[config.mk]
export PLATFORM = sky130hd
export DESIGN_NAME = tile_cfg_ctrl
export DESIGN_NICKNAME = d
export VERILOG_FILES = /design/src/rtl/tcfg_pkg.sv /design/src/rtl/tcfg_decode.sv /design/src/rtl/tcfg_check.sv /design/src/rtl/tcfg_encode.sv /design/src/rtl/tile_cfg_ctrl.sv
export SDC_FILE = /design/constraint.sdc
export NUM_CORES = 1
export LEC_CHECK = 0
export ABC_AREA = 1
export ABC_CLOCK_PERIOD_IN_PS = 2500
export CORE_AREA = 2 2 441 443
export DETAILED_ROUTE_END_ITERATION = 12
export DIE_AREA = 0 0 443 445
export DONT_BUFFER_PORTS = 1
export GPL_TIMING_DRIVEN = 0
export PLACE_DENSITY = 0.3
export SKIP_CTS_REPAIR_TIMING = 1
export SYNTH_ARGS = -nofsm -noshare
export SYNTH_HDL_FRONTEND = slang
export SYNTH_SLANG_ARGS = --single-unit
[constraint.sdc]
create_clock -name clk -period 2.5 [get_ports clk]
set_input_delay 0.625 -clock clk [delete_from_list [all_inputs] [get_ports clk]]
set_output_delay 0.625 -clock clk [all_outputs]
set_load 0.02 [all_outputs]
[src/rtl/tcfg_pkg.sv]
package tcfg_pkg;
  localparam int IMG_BYTES = 64;
  localparam int IMG_W     = IMG_BYTES * 8;
  localparam int PAL_BYTE  = 0;
  localparam int BPR_BYTE  = 16;
  localparam int ROWS_BYTE = 48;
  localparam int MAX_SLOTS = 8;

  function automatic logic [IMG_W-1:0] reserved_bits(input int n_tiles);
    logic [IMG_W-1:0] m;
    m = '1;
    m[PAL_BYTE*8 +: 8] = '0;
    for (int t = 0; t < n_tiles; t++) begin
      m[(BPR_BYTE + 2*t)*8 +: 16] = '0;
      m[(ROWS_BYTE + t)*8 +: 8]   = '0;
    end
    return m;
  endfunction
endpackage

[src/rtl/tcfg_decode.sv]
module tcfg_decode #(
  parameter int NUM_TILES = 8
) (
  input  logic [tcfg_pkg::IMG_W-1:0]   image,
  output logic [7:0]                   palette,
  output logic [NUM_TILES-1:0][7:0]    rows,
  output logic [NUM_TILES-1:0][15:0]   bpr,
  output logic                         rsvd_dirty
);
  import tcfg_pkg::*;
  localparam logic [IMG_W-1:0] RSVD = reserved_bits(NUM_TILES);

  assign palette    = image[PAL_BYTE*8 +: 8];
  assign rsvd_dirty = |(image & RSVD);

  for (genvar t = 0; t < NUM_TILES; t++) begin : g_field
    assign rows[t] = image[(ROWS_BYTE + t)*8 +: 8];
    assign bpr[t]  = image[(BPR_BYTE + 2*t)*8 +: 16];
  end
endmodule

[src/rtl/tcfg_check.sv]
module tcfg_check #(
  parameter int NUM_TILES   = 8,
  parameter int MAX_ROWS    = 16,
  parameter int MAX_BPR     = 64,
  parameter int BPR_ALIGN   = 4,
  parameter int MAX_PALETTE = 1
) (
  input  logic [7:0]                 palette,
  input  logic [NUM_TILES-1:0][7:0]  rows,
  input  logic [NUM_TILES-1:0][15:0] bpr,
  input  logic                       rsvd_dirty,
  output logic                       img_ok
);
  localparam logic [7:0]  ROW_LIM    = 8'(MAX_ROWS);
  localparam logic [15:0] BPR_LIM    = 16'(MAX_BPR);
  localparam logic [15:0] ALIGN_MASK = 16'(BPR_ALIGN - 1);
  localparam logic [7:0]  PAL_LIM    = 8'(MAX_PALETTE);

  logic [NUM_TILES-1:0] tile_bad;

  for (genvar t = 0; t < NUM_TILES; t++) begin : g_tile
    logic rows_zero, bpr_zero;
    assign rows_zero   = (rows[t] == '0);
    assign bpr_zero    = (bpr[t] == '0);
    assign tile_bad[t] = (rows[t] > ROW_LIM)
                       | (bpr[t] > BPR_LIM)
                       | ((bpr[t] & ALIGN_MASK) != '0)
                       | (rows_zero ^ bpr_zero);
  end

  always_comb begin
    if (palette == '0) img_ok = 1'b1;
    else               img_ok = (palette <= PAL_LIM) && !rsvd_dirty && (tile_bad == '0);
  end
endmodule

[src/rtl/tcfg_encode.sv]
module tcfg_encode #(
  parameter int NUM_TILES = 8,
  parameter int ROW_W     = 5,
  parameter int BPR_W     = 7
) (
  input  logic                            active,
  input  logic [7:0]                      palette,
  input  logic [NUM_TILES-1:0][ROW_W-1:0] rows,
  input  logic [NUM_TILES-1:0][BPR_W-1:0] bpr,
  output logic [tcfg_pkg::IMG_W-1:0]      image
);
  import tcfg_pkg::*;

  always_comb begin
    image = '0;
    if (active) begin
      image[PAL_BYTE*8 +: 8] = palette;
      for (int t = 0; t < NUM_TILES; t++) begin
        image[(BPR_BYTE + 2*t)*8 +: 16] = 16'(bpr[t]);
        image[(ROWS_BYTE + t)*8 +: 8]   = 8'(rows[t]);
      end
    end
  end
endmodule

[src/rtl/tile_cfg_ctrl.sv]
module tile_cfg_ctrl #(
  parameter int NUM_TILES   = 8,
  parameter int MAX_ROWS    = 16,
  parameter int MAX_BPR     = 64,
  parameter int BPR_ALIGN   = 4,
  parameter int MAX_PALETTE = 1,
  localparam int ROW_W      = $clog2(MAX_ROWS + 1),
  localparam int BPR_W      = $clog2(MAX_BPR + 1)
) (
  input  logic                          clk,
  input  logic                          rst,
  input  logic                          load_req,
  input  logic [tcfg_pkg::IMG_W-1:0]    load_image,
  input  logic                          store_req,
  input  logic                          release_req,
  output logic [tcfg_pkg::IMG_W-1:0]    store_image,
  output logic                          op_done,
  output logic                          op_fault,
  output logic                          configured,
  output logic                          zero_all,
  output logic [7:0]                    palette_o,
  output logic [NUM_TILES*ROW_W-1:0]    tile_rows_o,
  output logic [NUM_TILES*BPR_W-1:0]    tile_bpr_o
);
  import tcfg_pkg::*;

  logic [7:0]                      dec_pal;
  logic [NUM_TILES-1:0][7:0]       dec_rows;
  logic [NUM_TILES-1:0][15:0]      dec_bpr;
  logic                            dec_dirty;
  logic                            img_ok;
  logic [IMG_W-1:0]                enc_img;

  logic [7:0]                      pal_q;
  logic [NUM_TILES-1:0][ROW_W-1:0] rows_q;
  logic [NUM_TILES-1:0][BPR_W-1:0] bpr_q;
  logic                            cfg_q;

  tcfg_decode #(.NUM_TILES(NUM_TILES)) u_dec (
    .image(load_image), .palette(dec_pal), .rows(dec_rows),
    .bpr(dec_bpr), .rsvd_dirty(dec_dirty)
  );

  tcfg_check #(
    .NUM_TILES(NUM_TILES), .MAX_ROWS(MAX_ROWS), .MAX_BPR(MAX_BPR),
    .BPR_ALIGN(BPR_ALIGN), .MAX_PALETTE(MAX_PALETTE)
  ) u_chk (
    .palette(dec_pal), .rows(dec_rows), .bpr(dec_bpr),
    .rsvd_dirty(dec_dirty), .img_ok(img_ok)
  );

  tcfg_encode #(.NUM_TILES(NUM_TILES), .ROW_W(ROW_W), .BPR_W(BPR_W)) u_enc (
    .active(cfg_q), .palette(pal_q), .rows(rows_q), .bpr(bpr_q), .image(enc_img)
  );

  always_ff @(posedge clk) begin
    if (rst) begin
      pal_q       <= '0;
      rows_q      <= '0;
      bpr_q       <= '0;
      cfg_q       <= 1'b0;
      store_image <= '0;
      op_done     <= 1'b0;
      op_fault    <= 1'b0;
      zero_all    <= 1'b0;
    end else begin
      op_done  <= 1'b0;
      op_fault <= 1'b0;
      zero_all <= 1'b0;
      if (release_req) begin
        pal_q    <= '0;
        rows_q   <= '0;
        bpr_q    <= '0;
        cfg_q    <= 1'b0;
        zero_all <= 1'b1;
        op_done  <= 1'b1;
      end else if (load_req) begin
        op_done <= 1'b1;
        if (!img_ok) begin
          op_fault <= 1'b1;
        end else if (dec_pal == '0) begin
          pal_q    <= '0;
          rows_q   <= '0;
          bpr_q    <= '0;
          cfg_q    <= 1'b0;
          zero_all <= 1'b1;
        end else begin
          pal_q <= dec_pal;
          cfg_q <= 1'b1;
          for (int t = 0; t < NUM_TILES; t++) begin
            rows_q[t] <= dec_rows[t][ROW_W-1:0];
            bpr_q[t]  <= dec_bpr[t][BPR_W-1:0];
          end
        end
      end else if (store_req) begin
        op_done     <= 1'b1;
        store_image <= enc_img;
      end
    end
  end

  assign configured  = cfg_q;
  assign palette_o   = pal_q;
  assign tile_rows_o = rows_q;
  assign tile_bpr_o  = bpr_q;

  // a fault never appears without completion
  a_r3_fault_has_done: assert property (@(posedge clk) disable iff (rst)
    op_fault |-> op_done);

  // rejected image leaves stored shape untouched
  a_r4_reject_keeps_cfg: assert property (@(posedge clk) disable iff (rst)
    op_fault |-> ($stable(rows_q) && $stable(bpr_q) && $stable(cfg_q) && $stable(pal_q)));

  // zeroing strobe only when the shape state is in init
  a_r5_zero_in_init: assert property (@(posedge clk) disable iff (rst)
    zero_all |-> (!configured && rows_q == '0 && bpr_q == '0));

  // a release request drops the configured flag
  a_r7_release_clears: assert property (@(posedge clk) disable iff (rst)
    (release_req && !$past(rst)) |=> (!configured && zero_all && op_done));

  // latched shapes never exceed the limits
  localparam logic [ROW_W-1:0] ROWS_CAP = ROW_W'(MAX_ROWS);
  localparam logic [BPR_W-1:0] BPR_CAP  = BPR_W'(MAX_BPR);
  for (genvar t = 0; t < NUM_TILES; t++) begin : g_bound
    a_r2_shape_bounded: assert property (@(posedge clk) disable iff (rst)
      (rows_q[t] <= ROWS_CAP) && (bpr_q[t] <= BPR_CAP));
  end
endmodule

==> results of run 1 <==
## registers in the layout, indices dropped and copies added (netlist names)
register	count
configured	1
op_done	1
op_fault	1
store_image	104
zero_all	1
palette_o	8
tile_rows_o	40
tile_bpr_o	56
## critical path, delay by kind of cell
family,cells,cell delay [ns]
AO/OA/AOI/OAI,2,0.35
buffers and inverters,3,0.51
AND/OR/NAND/NOR,9,1.39
## path summary, 6_finish.rpt
check / start / to / slack (ns) / cells after the start
setup / recovery: load_image[440] / tile_bpr_o[31] / 0.001 / 14
hold / removal: store_req / op_done / 0.19 / 2
setup reg to reg: configured / store_image[228] / 0.24 / 5
hold reg to reg: store_image[128] / store_image[128] / 0.57 / 2
## logic make-up (layout without fill, tap and decap cells)
group / Yosys count / after routing
compound gates: 195 / 195
other cells: 1 / 434
simple gates: 1059 / 1059
xor+xnor: 2 / 2
buf+inv: 604 / 662
flops: 212 / 212
## through the flow
| stage | TNS [ns] | power, mW | utilization [%] |
|---|---|---|---|
| floorplan | 0 | 4.80 | - |
| global placement | -280.34 | 5.01 | 9.57 |
| detailed placement | -278.75 | 5.01 | 9.58 |
| CTS | -194.51 | 9.04 | 10.0 |
| global route | -3.74 | 9.33 | 10.4 |
| finish | 0 | 8.91 | 10.4 |
## synth_stat cells (8+ instances only)
| cell | n |
|---|---|
| buf_4 | 410 |
| inv_1 | 98 |
| a21oi_2 | 20 |
| dfxtp_1 | 212 |
| nand3_2 | 21 |
| nand3_1 | 185 |
| clkbuf_1 | 59 |
| buf_2 | 13 |
| a21oi_1 | 168 |
| nand2_1 | 400 |
| nor2_2 | 8 |
| nor2_1 | 431 |
| buf_1 | 9 |
## routing by layer
layer	share of wire, %	vias up	track usage (%)
met5	0.24	-	0.659
met1	35	6187	9.02
met3	7.5	133	2.51
met2	55	789	17.1
met4	2.6	16	2.15
li1	-	6638	-
## where the power goes
group,switching [mW],internal [mW],leakage (nW),total [mW]
combinational,1.02,0.566,5.70,1.59
sequential,0.00751,3.38,1.71,3.39
clock,1.70,2.23,0.428,3.93
## area by class of cell
class	count	area, um^2
Fill cell	22542	172000
Multi-Input combinational cell	1664	7390
Sequential cell	212	4250
Buffer	502	3640
Tap cell	2526	3160
Clock buffer	42	812
Inverter	101	379
Timing Repair Buffer	10	183
Antenna cell	26	65.1
Clock inverter	7	50.0
==> impl_metrics.yaml, run 1 <==
synthesis:
  ys_async_sr_fraction_pct: 0
  syn_area_um2: 13700
  synth-xor-area-share_pct: 0.128
  synth_area_per_cell_um2: 6.60
  post_synth_main_area_contributors: "dfxtp_1, buf_4, nor2_1"
  yosysTopAreaCell: "dfxtp_1"
  muxShareOfSynthArea_pct: 0
  synthDominantCellAreaShare_pct: 31.0
  post_synth_fa_ha_maj_area_fraction_pct: 0
  post_synth_inst_count: 2073
  number_of_enable_type_register_cells_in_the_synthesized_netlist: 0
  dominantRegCellSynth: "dfxtp_1"
  yosys.area_share.simple_pct: 32.2
  postSynthRegisterBits: 212
  synth_warnings: 0
  synth.distinct_cells: 29
  synth_compound_area_share_pct: 7.72
  synth_top_family_by_area: "simple AND/OR/NAND/NOR gates"
  yosysSeqAreaShare_pct: 31.0
route:
  vias: 13763
  route.detailed.vias_per_inst: 2.70
  final_antenna_net_count: 0
  drcViolationCount: 0
  drtIter0Drc: 781
  wire_per_inst_um: 18.1
  drt_pass1_iterations: 6
  routed_wl_mm: 92.3
finish:
  areaGrowthSynthToFinish_pct: 45.7
  fraction_of_layout_cells_with_a_size_suffix_above_1_pct: 24.9
  finalNonFillerCells: 5090
  layout_common_cells: "buf_4, nor2_1, conb_1"
  post-route-cell-area_um2: 19900
  final_common_cell: "buf_4"
  layout.nets: 3035
clocking:
  cts_max_level: 1
  cts_made_buffers: 27
  cts_tree: "yes"
  cts_root_buffer: "clkbuf_16"
  clock_sink_count: 212
  insertion_delay_ns: 0.58
  clockBufferDepth: 3
  clock_slew_seen_by_the_registers_of_the_worst_setup_and_hold_paths_ns: 0.06
critical_path:
  cp-end-kind: "flip-flop"
  worst_ep_required_time_ns: 2.91
  critical_path_type: "input port to flip-flop"
  crit_path_start_kind: "input port"
  critPathSlowestCell: "nand3_1"
  crit_arrival_ns: 2.90
  path_max_fanout: 8
  cpPeakStageDelay_ns: 0.42
  crit_path_cell_trace: "inv_1, nand3_1, o21ai_0, nand2_1, nor2_1, nand2_1, nor2_1, nand3_4, nand2_8, nand2_8, buf_12, clkbuf_16, nand2_2, a21oi_1"
pwr:
  power.ir.vdd_worst_mv: 0.309
  power_density_nw_per_um2: 447
  p_leak_nw: 7.84
floorplan:
  core_um2: 192000
  overall_die_area_um2: 197000
  rows: 161
  fp.dieH_um: 445
  pin_count: 1137
  initial_core_util_pct: 7.12
  chipWidth_um: 443
placement:
  detailed_place_hpwl_mm: 80.7
  port_buffers: 0
  post_dp_cell_area_um2: 18400
  pre_cts_ws_ns: -2.07
  numPlacedInstances: 5007
  globalplace.congestion: 1.07
timing:
  final_setup_vio_count: 0
  fin_skew_ns: 0.0239
  layout_setup_ws_ns: 0.00127
  timing.fmax_mhz: 400
  report.final.hold_viol_count: 0
  report.final.slew_viol_count: 0
  worst_slew_pin_slew_ns: 1.00
  whs_ns: 0.186
  grt_setup_unrepaired: "true"
  layout_min_cycle_time_ns: 2.50
  post-route-period-util_pct: 99.9
  max_slew_headroom_at_the_worst_pin_pct: 33.2
global_routing:
  grt_pass1_wl_mm: 117
  grt_start_max_net_pins: 14
  track_usage_pct: 8.76
  antenna_found_initial: 50
  grt_pass1_vias: 12525
  grt-ovfl-total: 0
worst_hold_path:
  hold_path_class: "input port to flip-flop"
flow_run:
  drv.max_cap_violation_count: 0
outcome:
  run_status: "completed"
Note: power is estimated with default switching activity, not from simulation.
==> run 2, diff against run 1 <==
Settings changed: ABC_CLOCK_PERIOD_IN_PS 2500 to 2900.
Clock period 2.5 ns to 2.9 ns, I/O delays scaled along.
==> impl_metrics.yaml, run 2 (synthesis results as in run 1) <==
outcome:
  run_status: "completed"
floorplan:
  rows: 161
  fp.dieH_um: 445
  initial_core_util_pct: 7.12
  overall_die_area_um2: 197000
  pin_count: 1137
  chipWidth_um: 443
  core_um2: 192000
worst_hold_path:
  hold_path_startpoint: "release_req"
  hold_path_class: "input port to flip-flop"
  worstHoldPathCells: 2
  hold-path-endpoint: "zero_all"
timing:
  timing.setup.tns_ns: 0
  whs_ns: 0.289
  report.final.hold_viol_count: 0
  worst_slew_pin_slew_ns: 1.29
  timing.fmax_mhz: 372
  grt_setup_unrepaired: "false"
  fin_skew_ns: 0.0226
  layout_setup_ws_ns: 0.212
  post-route-period-util_pct: 92.7
  max_slew_headroom_at_the_worst_pin_pct: 13.9
  layout_min_cycle_time_ns: 2.69
  report.final.slew_viol_count: 0
  final_setup_vio_count: 0
critical_path:
  path_max_fanout: 10
  critical_path_type: "flip-flop to flip-flop"
  worst_ep_required_time_ns: 3.40
  critPathSlowestCell: "dfxtp_1"
  cpLargestDelayFamily: "buffers and inverters"
  reg2reg_to: "store_image[228]"
  register_to_register_setup_slack_ns: 0.21
  worst_flop_to_flop_path_startpoint: "configured"
  crit_path_cell_trace: "clkbuf_1, clkbuf_4, buf_1, nand3_1, a21oi_1"
  cpPeakStageDelay_ns: 0.78
  cp-end-kind: "flip-flop"
  crit_arrival_ns: 3.19
  cp.depth: 5
  cp_num_buf_inv: 3
  rr_worst_depth: 5
  crit_path_start_kind: "flip-flop"
global_routing:
  grt_pass1_vias: 12525
  track_usage_pct: 8.76
  grt_start_max_net_pins: 14
  antenna_found_initial: 51
  grt-ovfl-total: 0
  grt_pass1_wl_mm: 117
pwr:
  power.ir.vdd_worst_mv: 0.267
  p_leak_nw: 7.70
  power_density_nw_per_um2: 394
route:
  drtIter0Drc: 803
  route.detailed.vias_per_inst: 2.70
  drcViolationCount: 0
  wire_per_inst_um: 18.0
  final_antenna_net_count: 0
  vias: 13705
  drt_pass1_iterations: 7
  routed_wl_mm: 91.7
placement:
  post_dp_cell_area_um2: 18400
  globalplace.congestion: 1.07
  pre_cts_ws_ns: -1.77
  detailed_place_hpwl_mm: 80.7
  port_buffers: 0
finish:
  layout_common_cells: "nor2_1, buf_4, conb_1"
  post-route-cell-area_um2: 19500
  largest_register: "store_image"
  layout.nets: 3028
  utilization_pct: 10.1
  fraction_of_layout_cells_with_a_size_suffix_above_1_pct: 22.1
  final_common_cell: "nor2_1"
  areaGrowthSynthToFinish_pct: 42.4
  largest_reg_flops: 104
clocking:
  clock_slew_seen_by_the_registers_of_the_worst_setup_and_hold_paths_ns: 0.08
  cts_root_buffer: "clkbuf_16"
  insertion_delay_ns: 0.58
  cts_tree: "yes"
  clock_sink_count: 212
  clockBufferDepth: 3
  cts_made_buffers: 27
  cts_max_level: 1
flow_run:
  drv.max_cap_violation_count: 0
## run 2: cell types whose count changed in the layout (fill, tap and decap cells not counted), sizes merged
cell    previous run  this run
diode             26        24
clkbuf           110       104
buf              444       443
## run 2: through the flow
stage               power (mW)  cells
global route              8.03   5079
detailed placement        4.32   5007
floorplan                 4.14   2480
CTS                       7.79   5056
finish                    7.67   5081
global placement          4.32   5006
## run 2: routing by layer
metal | part of all wire (%) | vias to the layer above | GRT usage [%]
met4 | 2.8 | 16 | 2.15
met3 | 7.6 | 131 | 2.51
met2 | 54 | 767 | 17.1
met5 | 0.26 | - | 0.659
met1 | 35 | 6173 | 9.02
li1 | - | 6618 | -
## run 2: worst max path at each step
stage	startpoint	to	slack (ns)
finish	configured	store_image[228]	0.21
global route	load_image[406]	tile_bpr_o[50]	0.002
CTS	load_image[193]	tile_bpr_o[28]	-1.16
detailed placement	load_image[193]	tile_bpr_o[28]	-1.77
global placement	load_image[193]	tile_bpr_o[50]	-1.75
floorplan	load_image[134]	tile_bpr_o[13]	0.68
## run 2: final cells by class
class                   instances  area, um^2
diodes                         24        60.1
plain buffers                 502        3590
clock buffers                  42         812
clock inverters                 7        50.0
fillers                     22572      173000
inverters                     101         379
multi-input cells            1664        7120
flip-flops and latches        212        4240
well taps                    2526        3160
repair buffers                  3        60.1
## run 2: power by group
| part | internal [mW] | switching (mW) | total, mW | leakage, nW |
|---|---|---|---|---|
| registers | 2.91 | 0.00629 | 2.92 | 1.71 |
| clock network | 1.92 | 1.46 | 3.39 | 0.428 |
| logic | 0.486 | 0.879 | 1.37 | 5.57 |
## run 2: worst reg2reg max path, cell delays in order (launching register included)
cell      delay, ns
dfxtp_1        0.78
clkbuf_1       0.53
clkbuf_4       0.47
buf_1          0.46
nand3_1        0.22
a21oi_1        0.16
